`src/rtl/vic_pkg.sv`:
```
package vic_pkg;
  localparam int ADDR_W       = 4;
  localparam int CFG_PRIO_LSB = 8;
  localparam int CFG_VEC_LSB  = 16;

  localparam logic [ADDR_W-1:0] A_VEC    = 4'd0;
  localparam logic [ADDR_W-1:0] A_FVEC   = 4'd1;
  localparam logic [ADDR_W-1:0] A_STAT   = 4'd2;
  localparam logic [ADDR_W-1:0] A_EN_SET = 4'd3;
  localparam logic [ADDR_W-1:0] A_EN_CLR = 4'd4;
  localparam logic [ADDR_W-1:0] A_EOI    = 4'd5;
  localparam logic [ADDR_W-1:0] A_SPUR   = 4'd6;
  localparam logic [ADDR_W-1:0] A_EN     = 4'd7;
  localparam logic [ADDR_W-1:0] A_CFG    = 4'd8;
endpackage

```
`src/rtl/vic_cfg_regs.sv`:
```
module vic_cfg_regs
  import vic_pkg::*;
#(
  parameter int NUM_SRC = 32,
  parameter int PRIO_W  = 3,
  parameter int VEC_W   = 16,
  parameter int DATA_W  = 32
) (
  input  logic                                clk_i,
  input  logic                                rst_ni,
  input  logic                                wr_i,
  input  logic [ADDR_W-1:0]                   addr_i,
  input  logic [DATA_W-1:0]                   wdata_i,
  output logic [NUM_SRC-1:0]                  en_o,
  output logic [NUM_SRC-1:0][PRIO_W-1:0]      prio_o,
  output logic [NUM_SRC-1:0][VEC_W-1:0]       vec_o,
  output logic [VEC_W-1:0]                    spur_vec_o
);
  localparam int ID_W = $clog2(NUM_SRC);

  logic [ID_W-1:0]   cfg_id;
  logic [PRIO_W-1:0] cfg_prio;
  logic [VEC_W-1:0]  cfg_vec;

  assign cfg_id   = wdata_i[ID_W-1:0];
  assign cfg_prio = wdata_i[CFG_PRIO_LSB +: PRIO_W];
  assign cfg_vec  = wdata_i[CFG_VEC_LSB +: VEC_W];

  logic unused_wdata;
  assign unused_wdata = ^wdata_i;

  always_ff @(posedge clk_i or negedge rst_ni) begin
    if (!rst_ni) begin
      en_o       <= '0;
      spur_vec_o <= '0;
    end else if (wr_i) begin
      case (addr_i)
        A_EN_SET: en_o       <= en_o | wdata_i[NUM_SRC-1:0];
        A_EN_CLR: en_o       <= en_o & ~wdata_i[NUM_SRC-1:0];
        A_SPUR:   spur_vec_o <= wdata_i[VEC_W-1:0];
        default: ;
      endcase
    end
  end

  for (genvar g = 0; g < NUM_SRC; g++) begin : g_src
    always_ff @(posedge clk_i or negedge rst_ni) begin
      if (!rst_ni) begin
        prio_o[g] <= '0;
        vec_o[g]  <= '0;
      end else if (wr_i && addr_i == A_CFG && int'(cfg_id) == g) begin
        prio_o[g] <= cfg_prio;
        vec_o[g]  <= cfg_vec;
      end
    end
  end
endmodule

```
`src/rtl/vic_arbiter.sv`:
```
module vic_arbiter #(
  parameter int NUM_SRC = 32,
  parameter int PRIO_W  = 3,
  localparam int ID_W   = $clog2(NUM_SRC)
) (
  input  logic [NUM_SRC-1:0]             req_i,
  input  logic [NUM_SRC-1:0][PRIO_W-1:0] prio_i,
  output logic                           vld_o,
  output logic [ID_W-1:0]                id_o,
  output logic [PRIO_W-1:0]              prio_o
);
  // Source 0 is the fast path; strict compare keeps the lower index on ties
  always_comb begin
    logic              v;
    logic [ID_W-1:0]   id;
    logic [PRIO_W-1:0] p;
    v  = 1'b0;
    id = '0;
    p  = '0;
    for (int i = 1; i < NUM_SRC; i++) begin
      if (req_i[i] && (!v || prio_i[i] > p)) begin
        v  = 1'b1;
        id = ID_W'(i);
        p  = prio_i[i];
      end
    end
    vld_o  = v;
    id_o   = id;
    prio_o = p;
  end
endmodule

```
`src/rtl/vic_nest_stack.sv`:
```
module vic_nest_stack #(
  parameter int DEPTH  = 8,
  parameter int PRIO_W = 3,
  parameter int ID_W   = 5,
  localparam int SP_W  = $clog2(DEPTH + 1),
  localparam int IDX_W = $clog2(DEPTH)
) (
  input  logic              clk_i,
  input  logic              rst_ni,
  input  logic              push_i,
  input  logic              pop_i,
  input  logic [PRIO_W-1:0] push_prio_i,
  input  logic [ID_W-1:0]   push_id_i,
  output logic [PRIO_W-1:0] top_prio_o,
  output logic [ID_W-1:0]   top_id_o,
  output logic              empty_o,
  output logic              full_o,
  output logic [SP_W-1:0]   depth_o
);
  logic [DEPTH-1:0][PRIO_W-1:0] prio_q;
  logic [DEPTH-1:0][ID_W-1:0]   id_q;
  logic [SP_W-1:0]              sp_q;
  logic [SP_W-1:0]              sp_m1;

  assign sp_m1   = sp_q - SP_W'(1);
  assign empty_o = (sp_q == '0);
  assign full_o  = (sp_q == SP_W'(DEPTH));
  assign depth_o = sp_q;

  assign top_prio_o = empty_o ? '0 : prio_q[sp_m1[IDX_W-1:0]];
  assign top_id_o   = empty_o ? '0 : id_q[sp_m1[IDX_W-1:0]];

  always_ff @(posedge clk_i or negedge rst_ni) begin
    if (!rst_ni) begin
      sp_q   <= '0;
      prio_q <= '0;
      id_q   <= '0;
    end else if (push_i && !full_o) begin
      prio_q[sp_q[IDX_W-1:0]] <= push_prio_i;
      id_q[sp_q[IDX_W-1:0]]   <= push_id_i;
      sp_q                    <= sp_q + SP_W'(1);
    end else if (pop_i && !empty_o) begin
      sp_q <= sp_m1;
    end
  end


  no_overflow_chk: assert property (@(posedge clk_i) disable iff (!rst_ni)
    push_i |-> !full_o);

  no_underflow_chk: assert property (@(posedge clk_i) disable iff (!rst_ni)
    pop_i |-> !empty_o);

  nest_rises_chk: assert property (@(posedge clk_i) disable iff (!rst_ni)
    (push_i && !empty_o) |-> (push_prio_i > top_prio_o));
endmodule

```
`src/rtl/vic_core.sv`:
```
module vic_core
  import vic_pkg::*;
#(
  parameter int NUM_SRC = 32,
  parameter int PRIO_W  = 3,
  parameter int VEC_W   = 16,
  parameter int DEPTH   = 8,
  parameter int DATA_W  = 32
) (
  input  logic              clk_i,
  input  logic              rst_ni,
  input  logic [NUM_SRC-1:0] src_i,
  input  logic              prot_en_i,
  input  logic [ADDR_W-1:0] reg_addr_i,
  input  logic              reg_rd_i,
  input  logic              reg_wr_i,
  input  logic [DATA_W-1:0] reg_wdata_i,
  output logic [DATA_W-1:0] reg_rdata_o,
  output logic              irq_o,
  output logic              fiq_o
);
  localparam int ID_W = $clog2(NUM_SRC);
  localparam int SP_W = $clog2(DEPTH + 1);

  logic [NUM_SRC-1:0]             en;
  logic [NUM_SRC-1:0][PRIO_W-1:0] prio;
  logic [NUM_SRC-1:0][VEC_W-1:0]  vec;
  logic [VEC_W-1:0]               spur_vec;

  vic_cfg_regs #(.NUM_SRC(NUM_SRC), .PRIO_W(PRIO_W), .VEC_W(VEC_W), .DATA_W(DATA_W)) cfg_i (
    .clk_i, .rst_ni, .wr_i(reg_wr_i), .addr_i(reg_addr_i), .wdata_i(reg_wdata_i),
    .en_o(en), .prio_o(prio), .vec_o(vec), .spur_vec_o(spur_vec));

  logic              win_vld;
  logic [ID_W-1:0]   win_id;
  logic [PRIO_W-1:0] win_prio;

  vic_arbiter #(.NUM_SRC(NUM_SRC), .PRIO_W(PRIO_W)) arb_i (
    .req_i(src_i & en), .prio_i(prio), .vld_o(win_vld), .id_o(win_id), .prio_o(win_prio));

  logic              push, pop;
  logic [PRIO_W-1:0] push_prio, top_prio;
  logic [ID_W-1:0]   push_id, top_id;
  logic              stk_empty, stk_full;
  logic [SP_W-1:0]   depth;

  vic_nest_stack #(.DEPTH(DEPTH), .PRIO_W(PRIO_W), .ID_W(ID_W)) stk_i (
    .clk_i, .rst_ni, .push_i(push), .pop_i(pop), .push_prio_i(push_prio), .push_id_i(push_id),
    .top_prio_o(top_prio), .top_id_o(top_id), .empty_o(stk_empty), .full_o(stk_full),
    .depth_o(depth));

  logic              spur_q;
  logic              lat_vld_q, lat_hit_q;
  logic [ID_W-1:0]   lat_id_q;
  logic [PRIO_W-1:0] lat_prio_q;

  logic cand_ok, fast_act, lat_ok;
  logic vec_rd, fvec_rd, vec_wr, eoi_wr, spur_set;

  assign cand_ok  = win_vld && !stk_full && (stk_empty || win_prio > top_prio);
  assign fast_act = src_i[0] && en[0];
  assign irq_o    = cand_ok && !spur_q;
  assign fiq_o    = fast_act && !spur_q;

  assign vec_rd  = reg_rd_i && reg_addr_i == A_VEC;
  assign fvec_rd = reg_rd_i && reg_addr_i == A_FVEC;
  assign vec_wr  = reg_wr_i && reg_addr_i == A_VEC;
  assign eoi_wr  = reg_wr_i && reg_addr_i == A_EOI;

  // Latched protect-mode push is dropped if the stack moved past it meanwhile
  assign lat_ok = lat_hit_q && !stk_full && (stk_empty || lat_prio_q > top_prio);

  always_comb begin
    push      = 1'b0;
    push_id   = win_id;
    push_prio = win_prio;
    spur_set  = 1'b0;
    if (!prot_en_i) begin
      push     = vec_rd && cand_ok;
      spur_set = (vec_rd && !cand_ok) || (fvec_rd && !fast_act);
    end else if (vec_wr && lat_vld_q) begin
      push      = lat_ok;
      push_id   = lat_id_q;
      push_prio = lat_prio_q;
      spur_set  = !lat_hit_q;
    end
  end

  assign pop = eoi_wr && !spur_q && !stk_empty;

  always_ff @(posedge clk_i or negedge rst_ni) begin
    if (!rst_ni) begin
      spur_q     <= 1'b0;
      lat_vld_q  <= 1'b0;
      lat_hit_q  <= 1'b0;
      lat_id_q   <= '0;
      lat_prio_q <= '0;
    end else begin
      if (eoi_wr)        spur_q <= 1'b0;
      else if (spur_set) spur_q <= 1'b1;
      if (prot_en_i && vec_rd) begin
        lat_vld_q  <= 1'b1;
        lat_hit_q  <= cand_ok;
        lat_id_q   <= win_id;
        lat_prio_q <= win_prio;
      end else if (vec_wr) begin
        lat_vld_q <= 1'b0;
      end
    end
  end

  always_comb begin
    reg_rdata_o = '0;
    case (reg_addr_i)
      A_VEC:  reg_rdata_o = DATA_W'(cand_ok ? vec[win_id] : spur_vec);
      A_FVEC: reg_rdata_o = DATA_W'(fast_act ? vec[0] : spur_vec);
      A_STAT: reg_rdata_o = DATA_W'(top_id);
      A_EN:   reg_rdata_o = DATA_W'(en);
      A_SPUR: reg_rdata_o = DATA_W'(spur_vec);
      default: ;
    endcase
  end


  spur_mask_chk: assert property (@(posedge clk_i) disable iff (!rst_ni)
    spur_q |-> (!irq_o && !fiq_o));

  prot_quiet_chk: assert property (@(posedge clk_i) disable iff (!rst_ni)
    (prot_en_i && reg_rd_i && !reg_wr_i) |=> ($stable(depth) && $stable(top_id)));

  spur_eoi_keep_chk: assert property (@(posedge clk_i) disable iff (!rst_ni)
    (eoi_wr && spur_q) |=> (!spur_q && $stable(depth)));
endmodule

```
`config.mk`:
```
export PLATFORM = sky130hd
export DESIGN_NAME = vic_core
export DESIGN_NICKNAME = d
export VERILOG_FILES = /design/src/rtl/vic_pkg.sv /design/src/rtl/vic_cfg_regs.sv /design/src/rtl/vic_arbiter.sv /design/src/rtl/vic_nest_stack.sv /design/src/rtl/vic_core.sv
export SDC_FILE = /design/constraint.sdc
export NUM_CORES = 2
export LEC_CHECK = 0
export ABC_AREA = 1
export ABC_CLOCK_PERIOD_IN_PS = 71900
export BUFFER_PORTS_ARGS = -buffer_cell sky130_fd_sc_hd__buf_4
export CAP_MARGIN = 10
export CORE_MARGIN = 10
export CORE_UTILIZATION = 55
export DETAILED_ROUTE_END_ITERATION = 8
export PLACE_DENSITY_LB_ADDON = 0.2
export SETUP_SLACK_MARGIN = 0.2
export SYNTH_ARGS = -nofsm -noshare
export SYNTH_HDL_FRONTEND = slang
export SYNTH_SLANG_ARGS = --single-unit
```
`constraint.sdc`:
```
create_clock -name clk_i -period 71.9 [get_ports clk_i]
set_clock_uncertainty 0.15 [all_clocks]
set_input_delay 14.38 -clock clk_i [delete_from_list [all_inputs] [get_ports clk_i]]
set_output_delay 14.38 -clock clk_i [all_outputs]
set_load 0.02 [all_outputs]
```
### Word level (Yosys, flattened, before mapping)

Index checks and enable logic that the tools add are counted.

| cells by class | value |
|---|---|
| muxes and demuxes | 125 |
| equality and inequality tests | 40 |
| order comparisons | 36 |
| reductions and logical operators | 162 |
| bitwise gates (word level) | 4 |
| multiply operators | 0 |
| $add $sub $neg | 2 |
| shift-type cells | 0 |
| divide/modulo/power cells | 0 |

Operators by type and width:

| kind | number |
|---|---|
| one-hot mux 32 bit (5 select lines) | 1 |
| 2-to-1 mux 3 bit | 40 |
| 2-to-1 mux 5 bit | 21 |
| greater-than comparator 3 bit | 32 |
| logical AND 1 bit | 84 |
| binary-select mux 16 bit (select 5 bit) | 1 |
| equality test 5 bit (second input constant) | 16 |
| AND 32 bit | 2 |
| one-hot mux 32 bit (2 select lines) | 1 |
| 2-to-1 mux 16 bit | 3 |
| bitwise mux 40 bit | 1 |
| equality test 5 x 4 -> 1 bit (second input constant) | 8 |
| 2-to-1 mux 1 bit | 40 |
| 2-to-1 mux 4 bit | 10 |
| logical NOT 1 bit | 36 |
| logical OR 1 bit | 33 |
| NOT 32 bit | 1 |
| bitwise OR 32 bit | 1 |
| bitwise mux 24 bit | 1 |
| equality test 5 x 3 -> 1 bit (second input constant) | 4 |
| equality test 4 x 3 -> 1 bit (second input constant) | 4 |
| binary-select mux 5 bit (select 3 bit) | 1 |
| demux 5 bit (select 3 bit) | 1 |
| equality test 5 x 2 -> 1 bit (second input constant) | 2 |
| other kinds (16) | 25 |

| storage, ports and cells | value |
|---|---|
| bits in latches | 0 |
| register bits after elaboration | 732 |
| input port bits | 73 |
| output and inout port bits | 34 |
| logic and storage cells | 456 |
| memories kept | 0 |
| ROM bits | 0 |
| memory bits (writable) | 0 |

### Logic depth before layout (Yosys ltp)

| logic depth | value |
|---|---|
| depth in word-level cells | 131 |
| mapped depth | 303 |
| depth with buffers taken out | 301 |

### Hierarchy

Synthesis repeated with hierarchy kept, for this count alone.

| unflattened totals | value |
|---|---|
| cell total of the unflattened synthesis | 5614 |
| area, all modules | 40880.5 um^2 |

By module, submodules not included:

| module | times used | cells an instance | seq. area each (um^2) | area each (um^2) |
|---|---|---|---|---|
| vic_cfg_regs | 1 | 2977 | 16415.7 | 26432.9 |
| vic_core | 1 | 1469 | 275.3 | 6820.3 |
| vic_arbiter | 1 | 724 | 0.0 | 4097.7 |
| vic_nest_stack | 1 | 444 | 1701.6 | 3529.6 |

### Worst setup path after synthesis

Ideal clock, no wire load.

| path | value |
|---|---|
| kind | input port to output port |
| start | input port src_i[1] |
| end | output port reg_rdata_o[13] |
| buffers on the path | 4 |
| data arrival time | 46.516 ns |
| data required time | 57.370 ns |
| slack | 10.854 ns |
| stages | 284 |
| path through | nand2_2 > nor2_1 > inv_1 > ha_1 > a21oi_1 > nand2_1 > nand2_1 > nand2_1 > nand2_2 > nand2_1 > and2_1 > ha_1 > nand2_1 > o21ai_1 > nand2_1 > nand2_1 > nand2_2 > nand3_1 > [248 not listed] > nand2_1 > a21oi_1 > clkinv_1 > clkbuf_1 > o21ai_0 > inv_1 > ha_1 > a21oi_1 > o21ai_0 > nand3_1 > nand2_1 > nand2_1 > buf_6 > clkinv_1 > buf_4 > nand3_1 > nand2_1 > nand2_1 |

| between the ends | value |
|---|---|
| cells in the longest elaborated chain, start to end | 127 |
| elaborated cells between the ends (all ways) | 222 |
| those cells by class | order compare (31); mux (97); bitwise (1); reduce/logical (93) |

RTL lines:

| what | line | RTL |
|---|---|---|
| from (decl) | vic_core.sv:12 | `input logic [NUM_SRC-1:0] src_i,` |
| AND 32 bit (*) | vic_core.sv:39 | `.req_i(src_i & en), .prio_i(prio), .vld_o(win_vld), .id_o(win_id), .prio_o(win_prio));` |
| 2-to-1 mux 3 bit or 2-to-1 mux 1 bit (tied branches) | vic_arbiter.sv:21 | `if (req_i[i] && (!v \|\| prio_i[i] > p)) begin` |
| greater-than comparator 3 bit or logical NOT 1 bit (tied branches) | vic_arbiter.sv:21 |  |
| logical OR 1 bit | vic_arbiter.sv:21 |  |
| logical AND 1 bit | vic_arbiter.sv:21 |  |
| 2-to-1 mux 3 bit or 2-to-1 mux 1 bit (tied branches) | vic_arbiter.sv:21 |  |
| greater-than comparator 3 bit or logical NOT 1 bit (tied branches) | vic_arbiter.sv:21 |  |
| logical OR 1 bit | vic_arbiter.sv:21 |  |
| [112 not listed] | n/a |  |
| logical AND 1 bit | vic_arbiter.sv:21 |  |
| 2-to-1 mux 3 bit (*) | vic_arbiter.sv:21 |  |
| via arb_i.prio_o[2] | vic_arbiter.sv:10 | `output logic [PRIO_W-1:0] prio_o` |
| greater-than comparator 3 bit (*) | vic_core.sv:60 | `assign cand_ok = win_vld && !stk_full && (stk_empty \|\| win_prio > top_prio);` |
| logical OR 1 bit (*) | vic_core.sv:60 |  |
| logical AND 1 bit (*) | vic_core.sv:60 |  |
| 2-to-1 mux 16 bit (*) | vic_core.sv:115 | `A_VEC: reg_rdata_o = DATA_W'(cand_ok ? vec[win_id] : spur_vec);` |
| one-hot mux 32 bit (5 select lines) (*) | vic_core.sv:114 | `case (reg_addr_i)` |
| to (decl) | vic_core.sv:18 | `output logic [DATA_W-1:0] reg_rdata_o,` |

The timed path passes the listed nets; every way through them passes the cells marked *. The select of a mux whose other input is x is not followed.

### Final worst setup path

| path | value |
|---|---|
| start | input port src_i[1] |
| end | output port reg_rdata_o[2] |

The elaborated chain is that of the path after synthesis.

==> results.ini <==
[routing]
post_drt_wl_per_cell_um=20.13
drt-pass1-iter-count=8
post_drt_via_cell_ratio=5.882
met3_length_mm=9.179
highest_layer=met4
routed_wirelength_mm=114.3
drtAntennaViolNets=0
num_vias=33410
met1_length_mm=49.14
drtIter0Drc=3449
drc=0
dr_wl_met2_mm=51.33

[grt]
grt_max_degree=154
grt_pass1_wl_mm=182.0
grt-ovfl-total=0
grtUsageTotal_pct=28.76
antenna_found_initial=0
grt_pass1_vias=31920

[timing]
rsz0062_at_grt=false
slew_headroom_pct=18.99
report.final.slew_viol_count=0
fmax_ghz=0.01493
setup_viol=0
period_minus_slack_ps=66970
timing.final.crit_share_pct=93.15
hold_viol=0
whs_ps=329.1
worstMarginPinSlew_ps=1215
tns_ps=0

[setup_path]
cp_num_buf_inv=36
critPathKind=in -> out
cp.arrival_ps=52440
crit_fanout=59
cp_data_required_time_ps=57370
cpPeakStageDelay_ps=720
crit_path_end_kind=output pin
path_common_cell=o21ai_0
critical-path-slowest-cell=a21oi_1
crit_family=compound AO/OA/AOI/OAI gates
critPathLaunchType=primary input

[placement]
dp.final_hpwl_mm=71.14
io_buffers=106
placedInstanceArea_mm2=0.03859
place_congestion=0.9251

[logic_synthesis]
netlist-cell-type-count=51
syn_area_mm2=0.03796
syn_avg_cell_area_um2=7.863
synth_seq_cells=732
synth_seq_area_share_pct=48.25
synth_area_leader_cell=dfrtp_1
synth_area_leaders=dfrtp_1, nand2_1, o21ai_0
synth_ff_type=dfrtp_1
ys_top_cells_by_count=nand2_1, o21ai_0, nand3_1
syn_inst=4828
synth.most_common_cell=nand2_1
syn_nets=4975
synth_edf_count=0
synth-warning-count=0
async_flop_share_pct=100.0
synth_top_cell_area_share_pct=48.25

[layout]
nets=4879
seq_area_mm2=0.01832
fill_cells=6208
drive_gt1_share_pct=9.587
fin_area_mm2=0.04144
diodes=0
multiInputGateArea_mm2=0.01669
syn_to_final_growth_pct=9.173
final_util_pct=60.53

[floorplan]
row_count=96
die_x_um=282.7
ios=107
start_util_pct=55.44
core_area_mm2=0.06847
die_h_um=282.7
fp.dieArea_mm2=0.07993

[clock_tree]
clk_pin_slew_worst_paths_ps=60
clock_sinks=732
cts_hold_buf=0
cts_tree=done
clk_latency_ps=640
clockRootBuffer=clkbuf_16
clk_path_buf_depth=3
cts.htree.levels=3
cts_buffers=79

[min_path]
hold_class=reg -> reg

[flow_run]
max-cap-violations=0

[outcome]
outcome=finished, final reports clean

==> worst min-delay path: cells and delay by family, from the launching register on <==
family / cells / cell delay [ps]
simple gates: 1 / 50
flops: 1 / 340
compound gates: 1 / 60
==> cells by family after synthesis <==
kind of cell | share of synthesized area (%)
AO/OA/AOI/OAI | 13.07
XOR/XNOR | 0.09231
adder cells (fa/ha/maj) | 2.439
buffers and inverters | 7.930
flip-flops | 48.25
multiplexers | 0.9493
AND/OR/NAND/NOR | 27.27
==> per-layer routing <==
layer	vias up	global-route usage, %
met4	0	12.36
met5	-	0
met1	16040	39.03
met2	1317	45.06
met3	244	4.990
li1	15810	-
==> repair_timing <==
action,CTS,global route
gates resized for setup,0,3
setup buffers,0,0
setup endpoints to repair,0,16
==> final timing paths <==
| path | start | to | slack [ps] | cells after the start |
|---|---|---|---|---|
| worst max-delay path | src_i[1] | reg_rdata_o[2] | 4930 | 279 |
| worst min-delay path | cfg_i.vec_o[295] | cfg_i.vec_o[295] | 330 | 2 |
| worst max register to register | flop | stk_i.depth_o[3] | 32560 | 280 |
| worst min register to register | cfg_i.vec_o[295] | cfg_i.vec_o[295] | 330 | 2 |
| max in group asynchronous | rst_ni | cfg_i.vec_o[453] | 55550 | 3 |
| min in group asynchronous | rst_ni | async pin | 13630 | 1 |
==> state kept, by name, summed over array words and instances, names as in the netlist, named ones only <==
register,cells
cfg_i.prio_o,93
cfg_i.spur_vec_o,16
cfg_i.vec_o,512
lat_id_q,5
stk_i.id_q,40
lat_vld_q,1
lat_prio_q,3
stk_i.depth_o,4
spur_q,1
lat_hit_q,1
stk_i.prio_q,24
==> cell type report <==
class	instances	area share [%]
clock buffer	119	5.845
sequential	732	44.20
multi-input combinational	3442	40.27
timing repair buffer	174	3.218
inverter	303	2.781
tap	882	2.663
clock inverter	28	1.020
==> metrics by stage <==
step	std cells	setup WS, ps
final	5680	4927
after global routing	5680	209.5
after CTS	5680	4826
after floorplan	4828	10850
after detailed placement	5533	4919
after global placement	5533	6085
==> cells in the final DEF (no fill, tap or decap), types with 3 or more instances in the layout <==
cell and instances:
a21o_1 5, a21oi_1 68, a221oi_1 11, a22oi_1 3
a31oi_1 4, a32oi_1 3, buf_4 170, bufinv_16 10
clkbuf_1 15, clkbuf_16 83, clkbuf_8 21, clkinv_1 5
clkinv_2 13, clkinvlp_4 5, dfrtp_1 732, ha_1 74
inv_1 293, mux2_2 32, nand2_1 1287, nand2_2 76
nand2_4 7, nand3_1 817, nand3_2 18, nand3b_1 4
nor2_1 127, nor2_2 3, nor3_1 6, nor3_2 4
nor4_1 4, o2111ai_1 4, o21ai_0 848, o21ai_1 14
xor2_1 3
Power is left out: the tool's default activity adds up to more than one toggle a clock period on the data nets, which glitch-free logic cannot reach.
